[src/rtl/dbgc_pkg.sv]
`timescale 1ns/1ps
package dbgc_pkg;
  localparam int CTRL_W = 16;
  localparam logic [3:0] CODE_OFF  = 4'h0;
  localparam logic [3:0] CODE_RUN  = 4'hF;
  localparam logic [3:0] CODE_DATA = 4'h9;
  localparam logic [3:0] CODE_PIN  = 4'hA;

  // Codes that arm the counter on a trigger source
  function automatic logic is_arm_code(input logic [3:0] c);
    return ((c >= 4'h1) && (c <= 4'h6)) || (c == CODE_DATA) || (c == CODE_PIN);
  endfunction

  // Reserved enable codes
  function automatic logic is_rsvd_code(input logic [3:0] c);
    return (c == 4'h7) || (c == 4'h8) || ((c >= 4'hB) && (c <= 4'hE));
  endfunction
endpackage

[src/rtl/dbgc_src_mux.sv]
`timescale 1ns/1ps
module dbgc_src_mux #(
  parameter int N_ADDR = 6
) (
  input  logic [3:0]        code,
  input  logic [N_ADDR-1:0] addr_hit,
  input  logic              data_hit,
  input  logic              pin_level,
  input  logic              pin_is_input,
  output logic              hit
);
  import dbgc_pkg::*;

  logic [N_ADDR-1:0] addr_match;

  generate
    for (genvar g = 0; g < N_ADDR; g++) begin : g_addr
      assign addr_match[g] = (code == 4'(g + 1)) && addr_hit[g];
    end
  endgenerate

  always_comb begin
    hit = |addr_match;
    if (code == CODE_DATA) hit = data_hit;
    if (code == CODE_PIN)  hit = pin_level && pin_is_input;
  end
endmodule

[src/rtl/dbgc_ctrl_reg.sv]
`timescale 1ns/1ps
module dbgc_ctrl_reg (
  input  logic       clk,
  input  logic       rst_n,
  input  logic       wr_en,
  input  logic [8:0] wdata,
  input  logic       trig_hit,
  output logic       ext_mode,
  output logic [3:0] en_field,
  output logic [3:0] sel_field,
  output logic       armed,
  output logic       running
);
  import dbgc_pkg::*;

  assign armed   = is_arm_code(en_field);
  assign running = (en_field == CODE_RUN);

  always_ff @(posedge clk or negedge rst_n) begin
    if (!rst_n) begin
      ext_mode  <= 1'b0;
      en_field  <= CODE_OFF;
      sel_field <= 4'h0;
    end else if (wr_en) begin
      ext_mode  <= wdata[8];
      en_field  <= wdata[7:4];
      sel_field <= wdata[3:0];
    end else if (armed && trig_hit) begin
      en_field  <= CODE_RUN;
    end
  end

  AST_ARM_TO_RUN: assert property (@(posedge clk) disable iff (!rst_n)
    (armed && trig_hit && !wr_en) |=> (en_field == CODE_RUN));
  AST_SW_WINS: assert property (@(posedge clk) disable iff (!rst_n)
    wr_en |=> (en_field == $past(wdata[7:4])));
  AST_RSVD_KEPT: assert property (@(posedge clk) disable iff (!rst_n)
    (is_rsvd_code(en_field) && !wr_en) |=> $stable(en_field));
endmodule

[src/rtl/dbgc_down_counter.sv]
`timescale 1ns/1ps
module dbgc_down_counter #(
  parameter int CNT_W = 32
) (
  input  logic             clk,
  input  logic             rst_n,
  input  logic             load,
  input  logic [CNT_W-1:0] load_val,
  input  logic             dec,
  output logic [CNT_W-1:0] cnt,
  output logic             term
);
  localparam logic [CNT_W-1:0] ONE = CNT_W'(1);

  logic at_zero;
  assign at_zero = (cnt == '0);

  always_ff @(posedge clk or negedge rst_n) begin
    if (!rst_n) begin
      cnt  <= '0;
      term <= 1'b0;
    end else begin
      term <= 1'b0;
      if (load) begin
        cnt <= load_val;
      end else if (dec && !at_zero) begin
        cnt  <= cnt - ONE;
        term <= (cnt == ONE);
      end
    end
  end

  AST_HOLD_ZERO: assert property (@(posedge clk) disable iff (!rst_n)
    (at_zero && !load) |=> (cnt == '0));
  AST_TERM_AT_ZERO: assert property (@(posedge clk) disable iff (!rst_n)
    term |-> (cnt == '0));
  AST_DEC_ONE: assert property (@(posedge clk) disable iff (!rst_n)
    (dec && !load && !at_zero) |=> (cnt == $past(cnt) - ONE));
  AST_LOAD_FIRST: assert property (@(posedge clk) disable iff (!rst_n)
    load |=> (cnt == $past(load_val)));
endmodule

[src/rtl/dbgc_top.sv]
`timescale 1ns/1ps
module dbgc_top #(
  parameter int N_ADDR = 6,
  parameter int CNT_W  = 32
) (
  input  logic              clk,
  input  logic              rst_n,
  input  logic              reg_wr_en,
  input  logic              reg_sel,
  input  logic [31:0]       reg_wdata,
  output logic [31:0]       reg_rdata,
  input  logic [N_ADDR-1:0] addr_cmp_hit,
  input  logic              data_cmp_hit,
  input  logic              dbg_pin,
  input  logic              dbg_pin_is_input,
  output logic [CNT_W-1:0]  count_value,
  output logic              term_pulse
);
  import dbgc_pkg::*;

  logic       ext_mode, armed, running;
  logic [3:0] en_field, sel_field;
  logic       trig_hit, sel_hit, count_ev;
  logic       ctrl_wr, cnt_wr;

  assign ctrl_wr = reg_wr_en && !reg_sel;
  assign cnt_wr  = reg_wr_en && reg_sel;

  dbgc_src_mux #(.N_ADDR(N_ADDR)) u_trig_mux (
    .code(en_field), .addr_hit(addr_cmp_hit), .data_hit(data_cmp_hit),
    .pin_level(dbg_pin), .pin_is_input(dbg_pin_is_input), .hit(trig_hit));

  dbgc_src_mux #(.N_ADDR(N_ADDR)) u_sel_mux (
    .code(sel_field), .addr_hit(addr_cmp_hit), .data_hit(data_cmp_hit),
    .pin_level(dbg_pin), .pin_is_input(dbg_pin_is_input), .hit(sel_hit));

  dbgc_ctrl_reg u_ctrl (
    .clk(clk), .rst_n(rst_n), .wr_en(ctrl_wr), .wdata(reg_wdata[8:0]),
    .trig_hit(trig_hit), .ext_mode(ext_mode), .en_field(en_field),
    .sel_field(sel_field), .armed(armed), .running(running));

  // Same-source arming counts the triggering occurrence
  assign count_ev = sel_hit && (running || (armed && trig_hit && (en_field == sel_field)));

  dbgc_down_counter #(.CNT_W(CNT_W)) u_cnt (
    .clk(clk), .rst_n(rst_n), .load(cnt_wr), .load_val(CNT_W'(reg_wdata)),
    .dec(count_ev), .cnt(count_value), .term(term_pulse));

  always_comb begin
    if (reg_sel) reg_rdata = 32'(count_value);
    else         reg_rdata = {16'h0, 7'h0, ext_mode, en_field, sel_field};
  end

  AST_RSVD_INERT: assert property (@(posedge clk) disable iff (!rst_n)
    is_rsvd_code(en_field) |-> !count_ev);
  AST_OFF_INERT: assert property (@(posedge clk) disable iff (!rst_n)
    (en_field == CODE_OFF) |-> !count_ev);
  AST_PIN_QUAL: assert property (@(posedge clk) disable iff (!rst_n)
    (!dbg_pin_is_input && (en_field == CODE_PIN)) |-> !trig_hit);
  AST_DIFF_SRC: assert property (@(posedge clk) disable iff (!rst_n)
    (armed && (en_field != sel_field)) |-> !count_ev);
endmodule

[config.mk]
export PLATFORM = sky130hd
export DESIGN_NAME = dbgc_top
export DESIGN_NICKNAME = d
export VERILOG_FILES = /design/src/rtl/dbgc_pkg.sv /design/src/rtl/dbgc_src_mux.sv /design/src/rtl/dbgc_ctrl_reg.sv /design/src/rtl/dbgc_down_counter.sv /design/src/rtl/dbgc_top.sv
export SDC_FILE = /design/constraint.sdc
export NUM_CORES = 1
export LEC_CHECK = 0
export BUFFER_PORTS_ARGS = -buffer_cell sky130_fd_sc_hd__buf_4
export CORE_UTILIZATION = 40
export CTS_CLUSTER_DIAMETER = 30
export DETAILED_ROUTE_END_ITERATION = 10
export GPL_TIMING_DRIVEN = 0
export PLACE_DENSITY_LB_ADDON = 0.3
export SYNTH_ARGS = -nofsm -noshare
export SYNTH_HDL_FRONTEND = slang
export SYNTH_SLANG_ARGS = --single-unit
[constraint.sdc]
create_clock -name clk -period 2.85 [get_ports clk]
set_clock_uncertainty 0.2 [all_clocks]
set_input_delay 0 -clock clk [delete_from_list [all_inputs] [get_ports clk]]
set_output_delay 0 -clock clk [all_outputs]
set_load 0.02 [all_outputs]
==> results of run 1 <==
==> area by class of cell <==
class,count,area (µm²),area share
Buffer,23,135,0.0311
Clock buffer,7,76.3,0.0176
Inverter,7,26.3,0.00606
Multi-Input combinational cell,256,1750,0.403
Sequential cell,42,1050,0.242
Tap cell,96,120,0.0277
Timing Repair Buffer,146,1180,0.272
==> where the power goes <==
part	internal, mW	leakage [nW]	switching, mW
combinational	0.425	1.22	0.461
clock	0.169	0.0383	0.196
sequential	0.682	0.491	0.140
total	1.28	1.75	0.797
==> flip-flops by register name, indices dropped and copies added, names as in the netlist <==
signal and flops:
u_ctrl.en_field 4, u_cnt.term 1, u_ctrl.sel_field 4, u_cnt.cnt 32
u_ctrl.ext_mode 1
==> metrics by stage <==
step	cell area, µm²	setup TNS (ns)	hold WS, ns	util	worst slack (ns)
2_1_floorplan	2850	0	-0.496	-	0.129
3_5_place_dp	3780	-4.07	-0.177	0.553	-0.287
3_3_place_gp	3780	-3.44	-0.177	0.553	-0.288
5_1_grt	4340	-2.39	0.0927	0.635	-0.158
4_1_cts	4230	0	0.0662	0.619	0.00109
6_report	4340	-0.0415	0.0316	0.635	-0.0317
==> logic make-up (layout without fill, tap and decap cells) <==
family	after synthesis	after routing	share of synthesized area
and+or+nand+nor	146	146	0.282
AOI/OAI and AO/OA	64	64	0.141
DFF	42	42	0.369
buffers and inverters	31	183	0.0514
xor gates and xnor gates	28	28	0.0861
muxes	16	16	0.0624
adders and majority gates	2	2	0.00879
==> metal layers <==
layer	up-vias	share of wire	global-route usage
met1	1487	0.42	0.310
met5	-	0	0
met3	14	0.057	0.0324
met4	0	0.015	0.0758
li1	1459	-	-
met2	112	0.51	0.439
==> repair_timing <==
| action | in CTS | in global routing |
|---|---|---|
| gates resized for setup | 4 | 25 |
| pin swaps | 2 | 5 |
| endpoints found under the hold margin | 83 | 0 |
| setup endpoints to repair | 30 | 27 |
| hold buffers | 34 | 0 |
| gates cloned | 0 | 0 |
| setup buffers | 2 | 2 |
==> cell usage after synthesis (5+ instances only) <==
master    number
dfrtp_1       42
nand2_1       26
nor2_1        26
and2_1        25
o21ai_0       24
xnor2_1       23
nor3_1        18
clkbuf_1      14
mux2_2        14
or3_1         10
a21oi_1        9
a31oi_1        9
nor4_1         8
inv_1          7
buf_2          6
or4_1          5
xor2_1         5
==> worst max-delay path: stages, from the launching register on <==
cell and delay [ns]:
dfrtp_1 0.39, buf_6 0.14, xor2_1 0.16, nor4_2 0.31, o211ai_1 0.13, a311o_1 0.38, buf_2 0.23, clkbuf_4 0.25
nor4_2 0.29, xnor2_1 0.15, a21oi_1 0.10
==> final timing paths <==
check	startpoint	end	slack, ns	depth (start not counted)
max reg2reg	u_ctrl.en_field[1]	u_cnt.cnt[21]	-0.03	10
min in group clk	data_cmp_hit	u_ctrl.en_field[3]	0.08	5
min	rst_n	u_ctrl.ext_mode	0.03	2
max in group asynchronous	rst_n	u_cnt.cnt[21]	2.04	2
max	u_ctrl.en_field[1]	u_cnt.cnt[21]	-0.03	10
min reg2reg	u_ctrl.ext_mode	u_ctrl.ext_mode	0.31	1
==> cells in the final DEF (no fill, tap or decap), types with 3 or more instances in the layout <==
| cell type | count |
|---|---|
| a31oi_1 | 9 |
| nand2b_1 | 4 |
| o21ai_0 | 24 |
| nor3_1 | 10 |
| nand4_1 | 3 |
| nand3b_1 | 4 |
| xor2_1 | 5 |
| nand2_1 | 26 |
| nor4b_2 | 3 |
| mux2_2 | 14 |
| inv_1 | 7 |
| clkbuf_1 | 14 |
| nor4_1 | 3 |
| buf_4 | 113 |
| or4_1 | 5 |
| clkbuf_8 | 5 |
| and2_1 | 25 |
| xnor2_1 | 23 |
| nor2_1 | 26 |
| buf_2 | 3 |
| o211ai_1 | 3 |
| or3_1 | 10 |
| buf_6 | 5 |
| nor4_2 | 6 |
| o21ai_1 | 3 |
| a21oi_1 | 9 |
| nor3_2 | 8 |
| dlygate4sd3_1 | 34 |
| dfrtp_1 | 42 |
| or2_2 | 3 |
==> qor.txt, run 1 <==
status: complete, but fails checks
failing checks: negative setup slack
initial core utilization: 0.417
EDFF count, synth: 0
Max-slew headroom: 0.582
syn nets: 376
GRT Residual Overflow: 0
Mapped Avg Cell Area: 8.66 µm²
router iterations before antenna repair: 4
clk_lat worst skew: 0.29 ns
placed insts: 533
main area contributors after synthesis: dfrtp_1 37%, xnor2_1 7.1%, mux2_2 5.5%
CTS tree: yes
GRT Overall Usage: 0.246
vias in the first global route: 2,986
die area: 7460 µm²
Die X: 86.4 µm
CP Launch Type: flop
Post-Syn Instances: 329
initial antenna violation count: 0
Arr. time, crit path: 2.82 ns
first-pass GRT wire length: 14.2 mm
Crit. End Element: flop
Netlist cell types: 49
vias per inst: 5.32
Peak VDD IR: 0.000255 V
Worst-path clk slew: 0.08 ns
fin crit share: 1.01
num rows: 30
Req. time, crit path: 2.79 ns
Pwr Density: 478 nW/µm²
post-layout minimum cycle time: 2.88 ns
post-synth top area cell: dfrtp_1
RSZ-0062 raised after global routing: true
routability cong.: 0.850
ratio of cells with drive above 1 in the final layout: 0.347
#FFs+latches synth: 42
PortBufs: 108
clk root buf: clkbuf_8
Num CTS Buffers: 5
number of top-level pins: 110
via count: 3,072
DP HPWL: 6.16 mm
synthesized area: 2850 µm²
Leak Pwr: 1.75 nW
clock sinks: 42
total wire length: 9.16 mm
final hold viol count: 0
largest net degree at the start of global routing: 43
prevailing post-synth register cell: dfrtp_1
fillcell total: 599
HP Class: primary input to async pin
Max-Cap Viols: 0
# DRC: 0
Fmax: 347 MHz
post-synthesis sequential area ratio: 0.369
Routed Antenna Nets: 0
Final #Nets: 528
Final WS setup: -0.0317 ns
WS Path Type: flop to flop
Clock Path Buffers: 2
Layout area overhead: 52.4%
share of the synthesized area in the top cell type: 0.369
Antenna Cells: 0
routed len/inst: 15.9 µm
total power: 2.07 mW
Core Footprint: 6830 µm²
CP Max Fanout: 10
Async S/R FF share, synth: 1.00
chip height: 86.4 µm
htree depth: 2
Final Max Slew Viols: 0
Slew @ Worst Pin: 0.622 ns
final setup violating endpoints: 2
YS warnings: 0
Layout Cells excl Fill: 577
DR iter-0 viols: 105
Note: power is estimated with default switching activity, not from simulation.
==> inputs of run 2 (changes only) <==
--- a/config.mk
+++ b/config.mk
@@ -6,11 +6,12 @@
 export NUM_CORES = 1
 export LEC_CHECK = 0
 export BUFFER_PORTS_ARGS = -buffer_cell sky130_fd_sc_hd__buf_4
-export CORE_UTILIZATION = 40
+export CORE_UTILIZATION = 45
 export CTS_CLUSTER_DIAMETER = 30
+export CTS_CLUSTER_SIZE = 25
 export DETAILED_ROUTE_END_ITERATION = 10
 export GPL_TIMING_DRIVEN = 0
-export PLACE_DENSITY_LB_ADDON = 0.3
+export PLACE_DENSITY = 0.77
 export SYNTH_ARGS = -nofsm -noshare
 export SYNTH_HDL_FRONTEND = slang
 export SYNTH_SLANG_ARGS = --single-unit
==> run 2 against run 1 <==
Sequential cell count is the same. Hold slack worse by 0.012 ns. Setup slack worse by 0.055 ns. The run still ends with negative setup slack left. Sequential share of layout area decreased by 0.67 points. Global-route usage grew 3.5 points. Combinational power increased by 3.8%. Clock power up 5%. Design area up 3.0%. Via count increased by 2.0%. Critical endpoint is now u_cnt.cnt[13]. Sequential power is 2% higher. Utilization increased by 11 points. Critical path type unchanged. Critical path depth stayed put.
==> qor.txt, run 2 (synthesis gave the netlist of run 1 again) <==
failing checks: negative setup slack
die area: 6650 µm²
WS Path Type: flop to flop
worst hold slack: 0.0199 ns
clk_lat worst skew: 0.29 ns
Final #Nets: 531
Slew @ Worst Pin: 0.618 ns
initial core utilization: 0.473
DP Area: 3750 µm²
slowest stage cell, crit path: dfrtp_1
max FFs per register: 32
routability cong.: 0.870
Peak VDD IR: 0.000256 V
clk root buf: clkbuf_8
HP Class: primary input to async pin
PortBufs: 108
vias per inst: 5.61
total wire length: 9.48 mm
ratio of cells with drive above 1 in the final layout: 0.366
Pwr Density: 479 nW/µm²
CP Launch Type: flop
Arr. time, crit path: 2.96 ns
chip height: 81.6 µm
Final Instance Area: 4470 µm²
num rows: 28
largest net degree at the start of global routing: 43
status: complete, but fails checks
CP Max Fanout: 5
clock sinks: 42
CTS tree: yes
pre-CTS WS: -0.383 ns
most flop-heavy register: u_cnt.cnt
final hold viol count: 0
Num CTS Buffers: 5
DR iter-0 viols: 217
GRT Residual Overflow: 0
Layout area overhead: 56.9%
Fmax: 341 MHz
routed len/inst: 17.0 µm
RSZ-0062 raised after global routing: true
Final Max Slew Viols: 0
Final WS setup: -0.0864 ns
Worst-path clk slew: 0.08 ns
post-layout minimum cycle time: 2.94 ns
via count: 3,133
Setup TNS: -0.295 ns
GRT Overall Usage: 0.282
Routed Antenna Nets: 0
Leak Pwr: 1.81 nW
biggest regs: u_cnt.cnt x32, u_ctrl.en_field x4, u_ctrl.sel_field x4
most frequent cells in the layout: 115 x buf_4, 41 x dfrtp_1, 34 x dlygate4sd3_1
fin crit share: 1.03
DP HPWL: 6.11 mm
# DRC: 0
Max-Cap Viols: 0
commonest non-fill, non-tap cell in the layout: buf_4
Max-slew headroom: 0.588
Die X: 81.6 µm
Antenna Cells: 0
final setup violating endpoints: 9
Req. time, crit path: 2.87 ns
Core Footprint: 6030 µm²
Crit. End Element: flop
router iterations before antenna repair: 4
Max stage delay on crit path: 0.41 ns
Clock Path Buffers: 2
htree depth: 2
first-pass GRT wire length: 14.0 mm
initial antenna violation count: 0
number of top-level pins: 110
worst path cell trace: buf_6 -> xor2_2 -> nor4_4 -> o211ai_1 -> a311o_1 -> or3_1 -> buf_6 -> buf_12 -> or3_1 -> a31oi_1
vias in the first global route: 2,898
==> run 2: cell type report <==
cell class,count,area (µm²)
multi-input combinational,256,1860
clock buffer,6,82.6
inverter,7,26.3
buffer,23,138
timing repair buffer,149,1210
fill,432,1560
tap,75,93.8
sequential,42,1050
==> run 2: path summary, 6_finish.rpt <==
check | to | slack, ns | from | cells past startpoint
min in group clk | u_ctrl.en_field[3] | 0.09 | data_cmp_hit | 5
setup reg to reg | u_cnt.cnt[13] | -0.09 | u_ctrl.en_field[1] | 10
setup / recovery | u_cnt.cnt[13] | -0.09 | u_ctrl.en_field[1] | 10
hold / removal | u_cnt.cnt[26] | 0.02 | rst_n | 2
max in group asynchronous | u_cnt.cnt[16] | 2.03 | rst_n | 2
hold reg to reg | u_ctrl.ext_mode | 0.31 | u_ctrl.ext_mode | 1
==> run 2: where the power goes <==
part / total (mW) / internal [mW] / switching (mW)
combinational: 0.921 / 0.435 / 0.486
sequential: 0.837 / 0.682 / 0.155
clock: 0.384 / 0.187 / 0.197
==> run 2: what timing repair did <==
action	4_1_cts	5_1_grt
gates cloned	0	1
buffers inserted	1	5
hold buffers	34	0
setup endpoints to repair	32	31
pin swaps	1	11
resized for setup	5	41
endpoints found under the hold margin	83	0
==> run 2: critical path, delay by kind of cell, from the launching register on <==
| family | cells | cell delay (ns) |
|---|---|---|
| compound gates | 3 | 0.69 |
| xor+xnor | 1 | 0.18 |
| buf+inv | 3 | 0.40 |
| flops | 1 | 0.41 |
| simple gates | 3 | 0.98 |
==> run 2: metrics by stage <==
step / instances / total power, mW / utilization
floorplan: 329 / 1.28 / -
global placement: 512 / 1.62 / 0.623
detailed placement: 512 / 1.64 / 0.623
CTS: 553 / 2.06 / 0.698
global route: 558 / 2.26 / 0.741
finish: 558 / 2.14 / 0.741
==> run 2: layer usage <==
metal  vias up  share of wire  track usage
met5         -              0            0
met4         0          0.021        0.105
met3        22          0.061       0.0400
met2       137           0.51        0.488
met1      1513           0.41        0.354
li1       1461              -            -
==> inputs of run 3 (changes only) <==
--- a/config.mk
+++ b/config.mk
@@ -12,6 +12,7 @@
 export DETAILED_ROUTE_END_ITERATION = 10
 export GPL_TIMING_DRIVEN = 0
 export PLACE_DENSITY = 0.77
+export RECOVER_POWER = 100
 export SYNTH_ARGS = -nofsm -noshare
 export SYNTH_HDL_FRONTEND = slang
 export SYNTH_SLANG_ARGS = --single-unit
==> run 3 against run 2 <==
The run still ends with negative setup slack left. Sequential share of layout area up 0.96 points. Wire length about the same. Critical path depth unchanged. First-iteration DRC count down 17%. Register-to-register slack about the same. Setup slack worse by 0.0021 ns. Critical path type unchanged. Fmax about the same. Combinational power down 8.9%.
==> qor.txt, run 3 (synthesis gave the netlist of run 1 again) <==
status: complete, but fails checks
failing checks: negative setup slack
Worst-path clk slew: 0.08 ns
CTS tree: yes
vias per inst: 5.65
Num CTS Buffers: 5
clk_lat worst skew: 0.30 ns
final setup violating endpoints: 9
num rows: 28
vias in the first global route: 2,898
Slew @ Worst Pin: 1.06 ns
DP HPWL: 6.11 mm
Core Footprint: 6030 µm²
Clock Path Buffers: 2
number of top-level pins: 110
Leak Pwr: 1.63 nW
Antenna Cells: 0
router iterations before antenna repair: 4
commonest non-fill, non-tap cell in the layout: buf_4
PortBufs: 108
fin crit share: 1.03
met1 Track Usage GR: 0.354
largest net degree at the start of global routing: 43
Final Instance Area: 4290 µm²
Final #Nets: 531
clk root buf: clkbuf_8
Pwr Density: 481 nW/µm²
# DRC: 0
Final Max Slew Viols: 0
WS Path Type: flop to flop
ratio of cells with drive above 1 in the final layout: 0.267
routability cong.: 0.870
Max-Cap Viols: 0
Die X: 81.6 µm
most frequent cells in the layout: 67 x buf_4, 59 x clkbuf_1, 42 x dfrtp_1
clock sinks: 42
initial antenna violation count: 0
DP Area: 3750 µm²
Final WS setup: -0.0885 ns
Routed Antenna Nets: 0
Req. time, crit path: 2.88 ns
GRT Overall Usage: 0.282
CP Launch Type: flop
total wire length: 9.48 mm
DR iter-0 viols: 180
Max-slew headroom: 0.296
Peak VDD IR: 0.000251 V
met2 usage: 0.488
chip height: 81.6 µm
routed len/inst: 17.0 µm
RSZ-0062 raised after global routing: true
max FFs per register: 32
post-layout minimum cycle time: 2.94 ns
CP Max Fanout: 5
biggest regs: u_cnt.cnt x32, u_ctrl.en_field x4, u_ctrl.sel_field x4
GR peak layer: met2
htree depth: 2
total power: 2.06 mW
Layout area overhead: 50.6%
Fmax: 340 MHz
via count: 3,154
first-pass GRT wire length: 14.0 mm
Crit. End Element: flop
GRT Residual Overflow: 0
HP Class: primary input to flop
Layout Cells excl Fill: 558
GR Util met3: 0.0400
initial core utilization: 0.473
placed insts: 512
die area: 6650 µm²
most flop-heavy register: u_cnt.cnt
final hold viol count: 0
Arr. time, crit path: 2.96 ns
==> run 3: changes by cell type in the layout (fill, tap and decap cells not counted), sizes merged <==
| cell | change |
|---|---|
| buf | -48 |
| clkbuf | +48 |
==> run 3: per-stage QoR <==
stage / TNS [ns] / hold slack (ns) / setup slack (ns) / util
floorplan: 0 / -0.496 / 0.129 / -
detailed placement: -7.13 / -0.179 / -0.383 / 0.623
finish: -0.315 / 0.0778 / -0.0885 / 0.712
global route: -3.20 / 0.111 / -0.213 / 0.712
global placement: -3.61 / -0.181 / -0.280 / 0.623
CTS: -0.000612 / 0.0497 / -0.000612 / 0.698
==> run 3: timing repair <==
action	in CTS	in global routing
hold endpoints to repair	83	0
hold buffers	34	0
endpoints found under the setup margin	32	31
buffers inserted	1	5
cloned	0	1
gates resized for setup	5	41
pin swaps	1	11
==> run 3: final timing paths <==
path                       slack (ns)             endpoint               start  depth (start not counted)
max                             -0.09        u_cnt.cnt[13]  u_ctrl.en_field[1]                         10
min                              0.08   u_ctrl.en_field[3]        data_cmp_hit                          5
max reg2reg                     -0.09        u_cnt.cnt[13]  u_ctrl.en_field[1]                         10
min reg2reg                      0.31      u_ctrl.ext_mode     u_ctrl.ext_mode                          1
max in group asynchronous        1.58  u_ctrl.sel_field[2]               rst_n                          2
min in group asynchronous        0.22        u_cnt.cnt[26]               rst_n                          2
==> run 3: cell type report <==
type | instances | area, µm²
Inverter | 7 | 26.3
Timing Repair Buffer | 149 | 1030
Clock buffer | 6 | 82.6
Fill cell | 493 | 1740
Buffer | 23 | 138
Sequential cell | 42 | 1050
Multi-Input combinational cell | 256 | 1860
Tap cell | 75 | 93.8
==> run 3: layer usage <==
| metal | wire length [µm] | share of wire | vias up |
|---|---|---|---|
| met2 | 4830 | 0.51 | 151 |
| met4 | 163 | 0.017 | 0 |
| li1 | - | - | 1469 |
| met5 | 0 | 0 | - |
| met3 | 596 | 0.063 | 17 |
| met1 | 3900 | 0.41 | 1517 |
==> run 3: report_power, final <==
part	leakage [nW]	internal, mW	switching (mW)
Sequential	0.491	0.682	0.155
Clock	0.0431	0.187	0.201
Combinational	1.09	0.355	0.484
==> run 3: critical path, cell delays in order (launching register included) <==
cell	delay, ns
dfrtp_1	0.41
buf_6	0.14
xor2_2	0.18
nor4_4	0.32
o211ai_1	0.14
a311o_1	0.40
or3_1	0.35
buf_6	0.14
buf_12	0.12
or3_1	0.31
a31oi_1	0.16
